===== src/rtl/trit_calc_pkg.sv =====
package trit_calc_pkg;

    localparam int TRIT_W  = 2;
    localparam int REG_CNT = 4;
    localparam int SEL_W   = $clog2(REG_CNT);

    typedef logic [TRIT_W-1:0] trit_t;

    localparam trit_t T_ZERO = 2'b00;
    localparam trit_t T_POS  = 2'b01;
    localparam trit_t T_NEG  = 2'b11;

    typedef enum logic [1:0] {
        PH_IDLE  = 2'd0,
        PH_LOAD  = 2'd1,
        PH_STORE = 2'd2
    } phase_e;

    typedef struct packed {
        logic [SEL_W-1:0] src_sel;
        logic [SEL_W-1:0] dst_sel;
        logic             adjust;
        trit_t            addend;
    } cmd_dec_t;

    // map the unused code onto zero
    function automatic trit_t trit_norm(input trit_t t);
        return (t == 2'b10) ? T_ZERO : t;
    endfunction

    function automatic phase_e phase_of(input trit_t t);
        case (trit_norm(t))
            T_NEG:   return PH_LOAD;
            T_POS:   return PH_STORE;
            default: return PH_IDLE;
        endcase
    endfunction

    function automatic logic signed [2:0] trit_val(input trit_t t);
        case (trit_norm(t))
            T_POS:   return 3'sd1;
            T_NEG:   return -3'sd1;
            default: return 3'sd0;
        endcase
    endfunction

    function automatic trit_t trit_enc(input logic signed [2:0] v);
        case (v)
            3'sd1:   return T_POS;
            -3'sd1:  return T_NEG;
            default: return T_ZERO;
        endcase
    endfunction

    // half adder sum digit, carry dropped
    function automatic trit_t trit_half_sum(input trit_t a, input trit_t b);
        logic signed [2:0] s;
        s = trit_val(a) + trit_val(b);
        if (s > 3'sd1)
            s = s - 3'sd3;
        else if (s < -3'sd1)
            s = s + 3'sd3;
        return trit_enc(s);
    endfunction

endpackage


===== src/rtl/calc_cmd_decode.sv =====
module calc_cmd_decode
    import trit_calc_pkg::*;
(
    input  trit_t    cmd_hi,
    input  trit_t    cmd_lo,
    output cmd_dec_t dec
);

    trit_t hi_n;
    trit_t lo_n;
    logic [SEL_W-1:0] lo_idx;

    assign hi_n = trit_norm(cmd_hi);
    assign lo_n = trit_norm(cmd_lo);

    // low trit as 1..3 for -1, 0, +1
    always_comb begin
        case (lo_n)
            T_NEG:   lo_idx = SEL_W'(1);
            T_POS:   lo_idx = SEL_W'(3);
            default: lo_idx = SEL_W'(2);
        endcase
    end

    always_comb begin
        dec.src_sel = '0;
        dec.dst_sel = '0;
        dec.adjust  = 1'b0;
        dec.addend  = lo_n;
        case (hi_n)
            T_NEG: begin
                // register 1 out to 4, 3, 2
                dec.dst_sel = SEL_W'(4) - lo_idx;
            end
            T_POS: begin
                dec.src_sel = lo_idx;
            end
            default: begin
                dec.adjust = 1'b1;
            end
        endcase
    end

endmodule


===== src/rtl/calc_regfile.sv =====
module calc_regfile
    import trit_calc_pkg::*;
#(
    parameter int NREG = REG_CNT,
    localparam int SW  = (NREG > 1) ? $clog2(NREG) : 1
) (
    input  logic                       clk,
    input  logic                       rst,
    input  logic [SW-1:0]              rd_sel,
    output trit_t                      rd_data,
    input  logic                       wr_en,
    input  logic [SW-1:0]              wr_sel,
    input  trit_t                      wr_data,
    output logic [NREG-1:0][TRIT_W-1:0] regs_q
);

    for (genvar g = 0; g < NREG; g++) begin : g_cell
        always_ff @(posedge clk) begin
            if (rst)
                regs_q[g] <= T_ZERO;
            else if (wr_en && (wr_sel == SW'(g)))
                regs_q[g] <= wr_data;
        end
    end

    assign rd_data = regs_q[rd_sel];

    a_r8_hold_without_write: assert property (@(posedge clk) disable iff (rst)
        !wr_en |=> $stable(regs_q));

    a_r4_write_lands: assert property (@(posedge clk) disable iff (rst)
        wr_en |=> regs_q[$past(wr_sel)] == $past(wr_data));

endmodule


===== src/rtl/calc_datapath.sv =====
module calc_datapath
    import trit_calc_pkg::*;
(
    input  logic     clk,
    input  logic     rst,
    input  phase_e   ph,
    input  cmd_dec_t dec,
    input  trit_t    rd_data,
    output logic     wr_en,
    output trit_t    wr_data,
    output trit_t    flag_q
);

    trit_t buf_q;
    trit_t sum;

    always_ff @(posedge clk) begin
        if (rst)
            buf_q <= T_ZERO;
        else if (ph == PH_LOAD)
            buf_q <= rd_data;
    end

    assign sum     = trit_half_sum(buf_q, dec.addend);
    assign wr_data = dec.adjust ? sum : buf_q;
    assign wr_en   = (ph == PH_STORE);

    always_ff @(posedge clk) begin
        if (rst)
            flag_q <= T_ZERO;
        else if (wr_en && dec.adjust)
            flag_q <= sum;
    end

    a_r3_buffer_loads: assert property (@(posedge clk) disable iff (rst)
        (ph == PH_LOAD) |=> buf_q == $past(rd_data));

    a_r4_buffer_holds: assert property (@(posedge clk) disable iff (rst)
        (ph != PH_LOAD) |=> $stable(buf_q));

    a_r7_flag_only_on_adjust: assert property (@(posedge clk) disable iff (rst)
        !(wr_en && dec.adjust) |=> $stable(flag_q));

endmodule


===== src/rtl/trit_xfer_calc.sv =====
module trit_xfer_calc
    import trit_calc_pkg::*;
(
    input  logic       clk,
    input  logic       rst,
    input  logic [1:0] cmd_hi,
    input  logic [1:0] cmd_lo,
    input  logic [1:0] phase,
    output logic [1:0] reg1_q,
    output logic [1:0] reg2_q,
    output logic [1:0] reg3_q,
    output logic [1:0] reg4_q,
    output logic [1:0] flag_q
);

    phase_e   ph;
    cmd_dec_t dec;
    trit_t    rd_data;
    trit_t    wr_data;
    trit_t    flag_w;
    logic     wr_en;
    logic [REG_CNT-1:0][TRIT_W-1:0] regs;

    assign ph = phase_of(phase);

    calc_cmd_decode u_decode (
        .cmd_hi (cmd_hi),
        .cmd_lo (cmd_lo),
        .dec    (dec)
    );

    calc_regfile #(.NREG(REG_CNT)) u_regs (
        .clk     (clk),
        .rst     (rst),
        .rd_sel  (dec.src_sel),
        .rd_data (rd_data),
        .wr_en   (wr_en),
        .wr_sel  (dec.dst_sel),
        .wr_data (wr_data),
        .regs_q  (regs)
    );

    calc_datapath u_path (
        .clk     (clk),
        .rst     (rst),
        .ph      (ph),
        .dec     (dec),
        .rd_data (rd_data),
        .wr_en   (wr_en),
        .wr_data (wr_data),
        .flag_q  (flag_w)
    );

    assign reg1_q = regs[0];
    assign reg2_q = regs[1];
    assign reg3_q = regs[2];
    assign reg4_q = regs[3];
    assign flag_q = flag_w;

    a_r7_flag_tracks_r1: assert property (@(posedge clk) disable iff (rst)
        (ph == PH_STORE && trit_norm(cmd_hi) == T_ZERO) |=> flag_q == reg1_q);

    a_r8_idle_quiet: assert property (@(posedge clk) disable iff (rst)
        (ph == PH_IDLE) |=> ($stable(regs) && $stable(flag_q)));

    a_r1_reset_clears: assert property (@(posedge clk)
        rst |=> (regs == '0 && flag_q == T_ZERO));

endmodule


===== config.mk =====
export PLATFORM = sky130hd
export DESIGN_NAME = trit_xfer_calc
export DESIGN_NICKNAME = d
export VERILOG_FILES = /design/src/rtl/trit_calc_pkg.sv /design/src/rtl/calc_cmd_decode.sv /design/src/rtl/calc_regfile.sv /design/src/rtl/calc_datapath.sv /design/src/rtl/trit_xfer_calc.sv
export SDC_FILE = /design/constraint.sdc
export NUM_CORES = 1
export LEC_CHECK = 0
export BUFFER_PORTS_ARGS = -buffer_cell sky130_fd_sc_hd__buf_2
export CORE_UTILIZATION = 40
export CTS_BUF_LIST = sky130_fd_sc_hd__clkbuf_4
export CTS_CLUSTER_DIAMETER = 120
export DETAILED_ROUTE_END_ITERATION = 16
export MAX_ROUTING_LAYER = met4
export PLACE_DENSITY = 0.65
export SYNTH_ARGS = -nofsm -noshare
export SYNTH_HDL_FRONTEND = slang
export SYNTH_SLANG_ARGS = --single-unit

===== constraint.sdc =====
create_clock -name clk -period 2.9 [get_ports clk]
set_input_delay 0.145 -clock clk [delete_from_list [all_inputs] [get_ports clk]]
set_output_delay 0.145 -clock clk [all_outputs]
set_load 0.005 [all_outputs]

==> flow_summary.toml, run 1 <==
[sta]
drv_slew = 0
setup_viol = 0
rsz0062_at_grt = "no"
fin_crit_ns = 2.639
hold_viol = 0
tightest_slew_ns = 0.4166
finClkSkew_ns = 0.003769
fin_crit_sh = 0.9099
tns_ns = 0
slew_headroom = 0.7216
fmax_mhz = 379.0
hold_ws_ns = 0.1213

[global_route]
busiest_layer = "met2"
grt_max_degree = 15
gr-usage-all-layers = 0.1692
globalRouteMet3Util = 0.02400
grt_use_met2 = 0.2609
antenna_found_initial = 0
grt.met1_usage = 0.2049
gr-total-overflow = 0
grt_pass1_vias = 593
grt_pass1_wl_um = 2394

[floorplanning]
rows = 15
die-area_sq_um = 2041
die_h_um = 45.18
core_sq_um = 1745
ios = 18
initial_core_util = 0.4272
die_w_um = 45.18

[run_status]
status = "finished clean"

[power]
clkPwrFrac = 0.286
total_leakage_power_uw = 0.0003576
irDropWorstVdd_mv = 0.1745
power.density_nw_per_um2 = 425.3
power_uw = 374.6
p_sw_frac = 0.3049
p_comb_frac = 0.247
power_switching_uw = 114.2
intPower_uw = 260.4
p_seq_frac = 0.467

[placement]
place_hpwl_um = 1158
dp_cells = 127
gp_congestion = 0.7715
io_buffers = 17

[worst_setup_path]
required_ns = 3.11
path_buf_inv = 1
worstSetupPathType = "flop to flop"
cp-start-kind = "flop"
arrival_ns = 2.85
path_max_fanout = 7
cpPeakStageDelay_ns = 0.57
startpoint = "u_path.buf_q[0]$_SDFFE_PP0N_"
cp-end-kind = "flop"
path_cells = "nand2_1 > fa_1 > inv_1 > ha_1 > or3b_1 > o211a_2 > or4_1 > o21ai_1"
r2r-start = "u_path.buf_q[0]$_SDFFE_PP0N_"
cp_slowest_cell = "fa_1"
crit_family = "simple AND/OR/NAND/NOR gates"

[synth]
syn_inst = 88
yosysSeqAreaShare = 0.3221
yosys_warnings = 0
synthTopCellsByArea = "dfxtp_1 (32%), mux2i_1 (8.1%), ha_1 (6.7%)"
synth.distinct_cells = 30
yosysTopAreaCell = "dfxtp_1"
syn_area_per_cell_sq_um = 8.474
synth_top_cell_area_share = 0.3221
ys_seq_elements = 12
syn_nets = 101
synth_area_sq_um = 745.7

[cts]
clock_tree.buffer_depth = 2
worstSkewPairLatency_ns = 0.27
post-cts-setup-buffer-count = 0
cts_root_buf = "clkbuf_4"
cts.sinks = 12
path_clk_slew_ns = 0.08
hold_buffers = 0
cts_resized = 0
cts_buffers = 3
htreeDepth = 1
tritoncts = "done"

[finish]
stdcell_count = 131
diodes = 0
syn2layout_area_growth_pct = 18.12
layout_commonest_cell = "buf_2"
fin_nets = 120
post_route_cells_drive_above_1_share = 0.2264
final_cell_mix = "buf_2 (17), nor2_1 (13), dfxtp_1 (12), a21oi_1 (8)"

[routing]
drc = 0
routed_wl_um = 1522
drtPass1Iterations = 4
ant_nets = 0
drtIter0Drc = 9
vias = 696
post_drt_wl_per_cell_um = 11.62
avgViaCountPerCell = 5.313

[min_path]
hp-class = "input port to flop"
min-delay-start = "phase[0]"

[flow_run]
maxCapViolCount = 0
-- synth_stat cells (all sizes together) --
| master | count |
|---|---|
| nor2 | 13 |
| dfxtp | 12 |
| a21oi | 8 |
| mux2i | 6 |
| nand2 | 6 |
| o21ai | 5 |
| clkbuf | 4 |
| ha | 4 |
| a211oi | 3 |
| a311oi | 3 |
| inv | 2 |
| nand2b | 2 |
| nand3 | 2 |
| nor3b | 2 |
| o211ai | 2 |
| a211o | 1 |
| a21boi | 1 |
| a22oi | 1 |
| and2b | 1 |
| fa | 1 |
| nand3b | 1 |
| nand4b | 1 |
| nor2b | 1 |
| o211a | 1 |
| o31a | 1 |
| o41ai | 1 |
| or3b | 1 |
| or4 | 1 |
| xor2 | 1 |
-- stage by stage --
stage	util	setup slack, ns	instance area, sq um
finish	0.5047	0.2613	880.8
global route	0.5047	0.1159	880.8
CTS	0.5047	0.2571	880.8
detailed placement	0.4896	0.3007	854.6
global placement	0.4896	0.2933	854.6
floorplan	-	0.2745	745.7
-- worst reg2reg max path, cell delays in order, from the launching register on --
cell     delay (ns)
dfxtp_1        0.46
nand2_1        0.12
fa_1           0.57
inv_1          0.07
ha_1           0.23
or3b_1         0.38
o211a_2        0.17
or4_1          0.46
o21ai_1        0.12
-- layer usage --
| metal | up-vias | share of wire |
|---|---|---|
| met1 | 314 | 0.48 |
| met5 | - | 0 |
| met4 | 0 | 0.022 |
| li1 | 365 | - |
| met2 | 13 | 0.47 |
| met3 | 4 | 0.030 |
-- cells by family (layout without fill, tap and decap cells) --
family,count (synthesis),in the layout,share of synthesized area
AOI/OAI and AO/OA,27,27,0.2416
xor gates and xnor gates,1,1,0.01175
adders and majority gates,5,5,0.09396
buffers and inverters,6,24,0.03020
DFF,12,12,0.3221
muxes,6,6,0.08054
and+or+nand+nor,31,31,0.2198
-- power groups by stage --
stage / clock network, uW / logic, uW / registers (uW)
2_1_floorplan: 0 / 67.8 / 178
3_3_place_gp: 0 / 92.0 / 179
3_5_place_dp: 0 / 91.9 / 179
4_1_cts: 113 / 92.7 / 175
5_1_grt: 119 / 104 / 176
6_report: 107 / 92.4 / 175
-- layout make-up --
| class | instances | area [sq um] |
|---|---|---|
| fillers | 182 | 864.6 |
| multi-input cells | 70 | 483.0 |
| flip-flops and latches | 12 | 240.2 |
| repair buffers | 18 | 92.59 |
| well taps | 25 | 31.28 |
| clock buffers | 3 | 22.52 |
| inverters | 2 | 7.507 |
| clock inverters | 1 | 3.754 |
-- state kept, by name (all words and copies together) (netlist names) --
register	flops
u_regs.regs_q	8
u_path.flag_q	2
u_path.buf_q	2
-- worst paths after layout --
path / end / slack [ns] / depth (start not counted)
max: u_regs.regs_q[0]$_SDFFE_PP0P_ / 0.26 / 8
min: u_path.buf_q[1]$_SDFFE_PP0N_ / 0.12 / 2
max reg2reg: u_regs.regs_q[0]$_SDFFE_PP0P_ / 0.26 / 8
min reg2reg: u_regs.regs_q[7]$_SDFFE_PP0P_ / 0.50 / 2
Power figures use the tool's default switching activity.
==> inputs of run 2 (changes only) <==
--- a/config.mk
+++ b/config.mk
@@ -5,13 +5,14 @@
 export SDC_FILE = /design/constraint.sdc
 export NUM_CORES = 1
 export LEC_CHECK = 0
+export ABC_AREA = 1
 export BUFFER_PORTS_ARGS = -buffer_cell sky130_fd_sc_hd__buf_2
 export CORE_UTILIZATION = 40
 export CTS_BUF_LIST = sky130_fd_sc_hd__clkbuf_4
 export CTS_CLUSTER_DIAMETER = 120
 export DETAILED_ROUTE_END_ITERATION = 16
 export MAX_ROUTING_LAYER = met4
-export PLACE_DENSITY = 0.65
+export PLACE_DENSITY = 0.63
 export SYNTH_ARGS = -nofsm -noshare
 export SYNTH_HDL_FRONTEND = slang
 export SYNTH_SLANG_ARGS = --single-unit
==> flow_summary.toml, run 2 <==
[run_status]
status = "finished clean"

[worst_setup_path]
cpPeakStageDelay_ns = 0.54
reg2regPathDepth = 14
required_ns = 3.07
crit_top_cell = "nand2_1"
r2r-start = "u_path.buf_q[0]$_SDFFE_PP0N_"
path_cells = "ha_1 > fa_1 > inv_2 > ha_1 > inv_1 > nand2_1 > nand2_1 > nand2_1 > nand2_2 > clkinv_1 > nand3_2 > nand3_2 > nand2_4 > a21oi_2"
path_max_fanout = 4
arrival_ns = 2.40
cp-start-kind = "flop"
r2r_slack_ns = 0.67
cp_slowest_cell = "fa_1"
r2r_end = "u_regs.regs_q[2]$_SDFFE_PP0P_"
worstSetupPathType = "flop to flop"
cp-end-kind = "flop"

[cts]
clock_tree.buffer_depth = 2
cts_buffers = 3
cts.sinks = 12
htreeDepth = 1
cts_resized = 0
post-cts-setup-buffer-count = 0
hold_buffers = 0
cts_root_buf = "clkbuf_4"
tritoncts = "done"
path_clk_slew_ns = 0.08
worstSkewPairLatency_ns = 0.28

[synth]
syn_inst = 129
netlist_top_cells_count = "nand2_1 (24), nor2_1 (19), inv_1 (15), dfxtp_1 (12), o21ai_0 (9)"
synthArstFlopShare = 0
yosysTopAreaCell = "dfxtp_1"
synth_area_sq_um = 857.1
synthFlopType = "dfxtp_1"
synth.distinct_cells = 24
ys_seq_elements = 12
yosysSeqAreaShare = 0.2803
synthTopCellsByArea = "dfxtp_1 (28%), nand2_1 (11%), nor2_1 (8.3%)"
syn_area_per_cell_sq_um = 6.644
syn_nets = 142
yosys_warnings = 0
synth.most_common_cell = "nand2_1"
synth_edf_count = 0
synth_top_cell_area_share = 0.2803

[sta]
fin_crit_sh = 0.7696
fmax_mhz = 448.1
tightest_slew_ns = 0.3052
worst_slack_ns = 0.6683
setup_viol = 0
slew_headroom = 0.7954
fin_crit_ns = 2.232
drv_slew = 0
rsz0062_at_grt = "no"
tns_ns = 0
finClkSkew_ns = 0.003459
hold_viol = 0

[floorplanning]
ios = 18
initial_core_util = 0.4324
core_sq_um = 1982
die_h_um = 48.29
rows = 16
die_w_um = 48.29
die-area_sq_um = 2332

[power]
power_uw = 415.8
p_sw_frac = 0.3556
power.density_nw_per_um2 = 418.0
irDropWorstVdd_mv = 0.2314
p_comb_frac = 0.312
intPower_uw = 267.9
clkPwrFrac = 0.266
power_switching_uw = 147.9
total_leakage_power_uw = 0.0005357
p_seq_frac = 0.422

[global_route]
grt_pass1_wl_um = 2842
grt_max_degree = 8
gr-usage-all-layers = 0.1829
grt_pass1_vias = 688
gr-total-overflow = 0
antenna_found_initial = 0

[placement]
dp_cells = 171
gp_congestion = 0.8637
io_buffers = 17
dpl_worst_slack_ns = 0.6660
place_hpwl_um = 1533

[flow_run]
maxCapViolCount = 0

[routing]
drc = 0
avgViaCountPerCell = 4.771
ant_nets = 0
drtPass1Iterations = 5
routed_wl_um = 1821
drtIter0Drc = 10
vias = 835
post_drt_wl_per_cell_um = 10.41

[finish]
largest_reg_flops = 8
post_route_cells_drive_above_1_share = 0.2905
n_fill_cell = 208
top_register = "u_regs.regs_q"
layout_commonest_cell = "nand2_1"
final_cell_mix = "nand2_1 (24), nor2_1 (19), buf_2 (17), inv_1 (15), dfxtp_1 (12)"
fin_util = 0.5019
stdcell_count = 175
fin_nets = 162
reg_top3 = "u_regs.regs_q (8), u_path.buf_q (2), u_path.flag_q (2)"
syn2layout_area_growth_pct = 16.06
diodes = 0

[min_path]
min-delay-start = "rst"
holdPathEnd = "u_regs.regs_q[3]$_SDFFE_PP0P_"
min_path_cells = 4
hp-class = "input port to flop"
-- run 2: cell count changes after synthesis, sizes merged, moves of 2 or more --
cell	before	now
nand2	6	29
nor2	13	21
a211oi	3	0
clkinv	0	2
nand3	2	9
clkbuf	4	2
a311oi	3	0
nand2b	2	0
mux2i	6	0
nor3b	2	0
o21ai	5	14
inv	2	23
-- run 2: how the worst max path moves through the flow --
stage          slack [ns]                             to                    startpoint
6_report             0.67  u_regs.regs_q[2]$_SDFFE_PP0P_  u_path.buf_q[0]$_SDFFE_PP0N_
4_1_cts              0.65  u_regs.regs_q[2]$_SDFFE_PP0P_  u_path.buf_q[0]$_SDFFE_PP0N_
3_3_place_gp         0.71  u_regs.regs_q[2]$_SDFFE_PP0P_  u_path.buf_q[0]$_SDFFE_PP0N_
2_1_floorplan        0.74  u_regs.regs_q[2]$_SDFFE_PP0P_  u_path.buf_q[0]$_SDFFE_PP0N_
3_5_place_dp         0.67  u_regs.regs_q[2]$_SDFFE_PP0P_  u_path.buf_q[0]$_SDFFE_PP0N_
5_1_grt              0.48  u_regs.regs_q[0]$_SDFFE_PP0P_  u_path.buf_q[0]$_SDFFE_PP0N_
-- run 2: power by group through the flow --
stage	registers [uW]	logic (uW)	clock network, uW
floorplan	179	102	0
global placement	179	128	0
detailed placement	179	131	0
CTS	176	131	110
global route	176	149	118
finish	175	130	111
-- run 2: layer usage --
metal	global-route usage	wire length [um]	vias up
li1	-	-	439
met1	0.2339	865	376
met2	0.2853	842	16
met3	0.04444	88	4
met4	0.05000	25	0
met5	-	0	-
-- run 2: cell type report --
| cell class | count | area (sq um) | share of cell area |
|---|---|---|---|
| clock inverters | 1 | 3.754 | 0.003774 |
| well taps | 27 | 33.78 | 0.03396 |
| multi-input cells | 90 | 515.5 | 0.5182 |
| clock buffers | 3 | 22.52 | 0.02264 |
| repair buffers | 17 | 85.08 | 0.08553 |
| inverters | 25 | 93.84 | 0.09434 |
| flip-flops and latches | 12 | 240.2 | 0.2415 |
-- run 2: kinds of logic (layout without fill, tap and decap cells) --
group / count (synthesis) / after routing / share of synthesized area
adders and majority gates: 5 / 5 / 0.08176
DFF: 12 / 12 / 0.2803
buffers and inverters: 27 / 46 / 0.1183
and+or+nand+nor: 62 / 62 / 0.3620
AOI/OAI and AO/OA: 23 / 23 / 0.1577
-- run 2: critical path: cells and delay by family (launching register included) --
kind | cells | cell delay, ns
adder cells (fa/ha/maj) | 3 | 0.95
AND/OR/NAND/NOR | 7 | 0.53
flip-flops | 1 | 0.33
buffers and inverters | 3 | 0.25
AO/OA/AOI/OAI | 1 | 0.06
-- run 2: stage by stage --
step                instance area [sq um]  hold WS, ns
floorplan                           857.1       0.2932
global placement                    968.4       0.4786
detailed placement                  968.4       0.4777
CTS                                 994.7       0.1816
global route                        994.7       0.2095
finish                              994.7       0.1810
==> inputs of run 3 (changes only) <==
--- a/config.mk
+++ b/config.mk
@@ -12,7 +12,7 @@
 export CTS_CLUSTER_DIAMETER = 120
 export DETAILED_ROUTE_END_ITERATION = 16
 export MAX_ROUTING_LAYER = met4
-export PLACE_DENSITY = 0.63
+export PLACE_DENSITY = 0.66
 export SYNTH_ARGS = -nofsm -noshare
 export SYNTH_HDL_FRONTEND = slang
 export SYNTH_SLANG_ARGS = --single-unit
==> constraint.sdc (replaced) <==
create_clock -name clk -period 1.84 [get_ports clk]
set_input_delay 0.092 -clock clk [delete_from_list [all_inputs] [get_ports clk]]
set_output_delay 0.092 -clock clk [all_outputs]
set_load 0.005 [all_outputs]
==> flow_summary.toml, run 3 (synthesized netlist as in run 2, its figures left out) <==
[sta]
worst_slack_ns = -0.2416
rsz0062_at_grt = "yes"
fin_crit_sh = 1.131
setup_viol = 10
drv_slew = 0
hold_viol = 0
slew_headroom = 0.7709
finClkSkew_ns = 0.006436
tns_ns = -2.154
fin_crit_ns = 2.082
fmax_mhz = 480.4
tightest_slew_ns = 0.3417

[worst_setup_path]
cpPeakStageDelay_ns = 0.52
path_cells = "ha_2 > fa_1 > inv_2 > ha_4 > nand3_1 > nand2_1 > nand2_4 > nand3_4 > nand3_4 > nand2_4 > a21oi_2"
worstSetupPathType = "flop to flop"
r2r_slack_ns = -0.24
cp-start-kind = "flop"
arrival_ns = 2.24
cp_slowest_cell = "fa_1"
path_max_fanout = 4
required_ns = 2.00
cp-end-kind = "flop"

[routing]
vias = 841
ant_nets = 0
post_drt_wl_per_cell_um = 10.38
drtIter0Drc = 21
routed_wl_um = 1879
drtPass1Iterations = 4
drc = 0
avgViaCountPerCell = 4.646

[finish]
top_register = "u_regs.regs_q"
post_route_cells_drive_above_1_share = 0.3766
largest_reg_flops = 8
diodes = 0
final_cell_mix = "nand2_1 (23), nor2_1 (19), buf_2 (17), inv_1 (14), dfxtp_1 (11)"
layout_commonest_cell = "nand2_1"
reg_top3 = "u_regs.regs_q (8), u_path.buf_q (2), u_path.flag_q (2)"
fin_nets = 169
syn2layout_area_growth_pct = 28.32
fin_util = 0.5549

[placement]
place_hpwl_um = 1568
gp_congestion = 0.9283
io_buffers = 17

[run_status]
violations = "setup timing"
status = "finished with violations"

[floorplanning]
die_w_um = 48.29
die-area_sq_um = 2332
ios = 18
core_sq_um = 1982
rows = 16
die_h_um = 48.29
initial_core_util = 0.4324

[cts]
cts_root_buf = "clkbuf_4"
tritoncts = "done"
hold_buffers = 0
post-cts-setup-buffer-count = 0
cts_buffers = 3
cts.sinks = 12
htreeDepth = 1
clock_tree.buffer_depth = 2
worstSkewPairLatency_ns = 0.28
path_clk_slew_ns = 0.07

[global_route]
gr-usage-all-layers = 0.1832
grt_max_degree = 8
grt_pass1_vias = 678
gr-total-overflow = 0
antenna_found_initial = 0
grt_pass1_wl_um = 2870

[power]
total_leakage_power_uw = 0.0005720
irDropWorstVdd_mv = 0.4129
power.density_nw_per_um2 = 631.6

[flow_run]
maxCapViolCount = 0

[min_path]
hp-class = "input port to flop"
==> run 3: final timing paths <==
kind,startpoint,to,depth (start not counted)
hold reg to reg,u_path.flag_q[0]$_SDFFE_PP0P_,u_path.flag_q[0]$_SDFFE_PP0P_,2
setup / recovery,u_path.buf_q[0]$_SDFFE_PP0N_,u_regs.regs_q[6]$_SDFFE_PP0P_,11
hold / removal,rst,u_regs.regs_q[1]$_SDFFE_PP0P_,4
setup reg to reg,u_path.buf_q[0]$_SDFFE_PP0N_,u_regs.regs_q[6]$_SDFFE_PP0P_,11
==> run 3: layer usage <==
layer  global-route usage  wire length (um)  vias up  share of wire
met5                    -                 0        -              0
met4              0.05000                20        0          0.011
met3              0.03333                60        2          0.032
met2               0.2720               876       16           0.47
met1               0.2528               922      369           0.49
li1                     -                 -      454              -
==> run 3: cell type report <==
type                            count  area [sq um]
Fill cell                         191         882.1
Inverter                           25         96.34
Tap cell                           27         33.78
Multi-Input combinational cell     90         564.3
Timing Repair Buffer               24         141.4
Sequential cell                    12         241.5
Clock buffer                        3         22.52
==> run 3: repair_timing <==
item / in CTS / in global routing
endpoints found under the setup margin: 10 / 10
gates cloned: 0 / 0
resized for setup: 1 / 6
pin swaps: 7 / 2
==> run 3: through the flow <==
stage	cells	cell area, sq um	hold WS (ns)	total power [uW]	setup WS [ns]
floorplan	129	885.9	0.2402	457.2	-0.3149
global placement	178	1050	0.4270	516.9	-0.2809
detailed placement	178	1050	0.4333	520.8	-0.3383
CTS	181	1074	0.1347	683.9	-0.2998
global route	181	1100	0.1536	741.8	-0.3527
finish	181	1100	0.1448	694.6	-0.2416
==> run 3: where the power goes <==
group	internal, uW	total [uW]	switching, uW	leakage, uW
Clock	75.9	161	85.5	0.0000138
Combinational	103	257	153	0.000460
Sequential	270	277	6.46	0.0000981
Total	450	695	245	0.000572
==> run 3: critical path, delay by kind of cell, from the launching register on <==
kind / cells / cell delay (ns)
buf+inv: 1 / 0.08
flops: 1 / 0.33
simple gates: 6 / 0.54
fa+ha+maj: 3 / 0.96
compound gates: 1 / 0.06
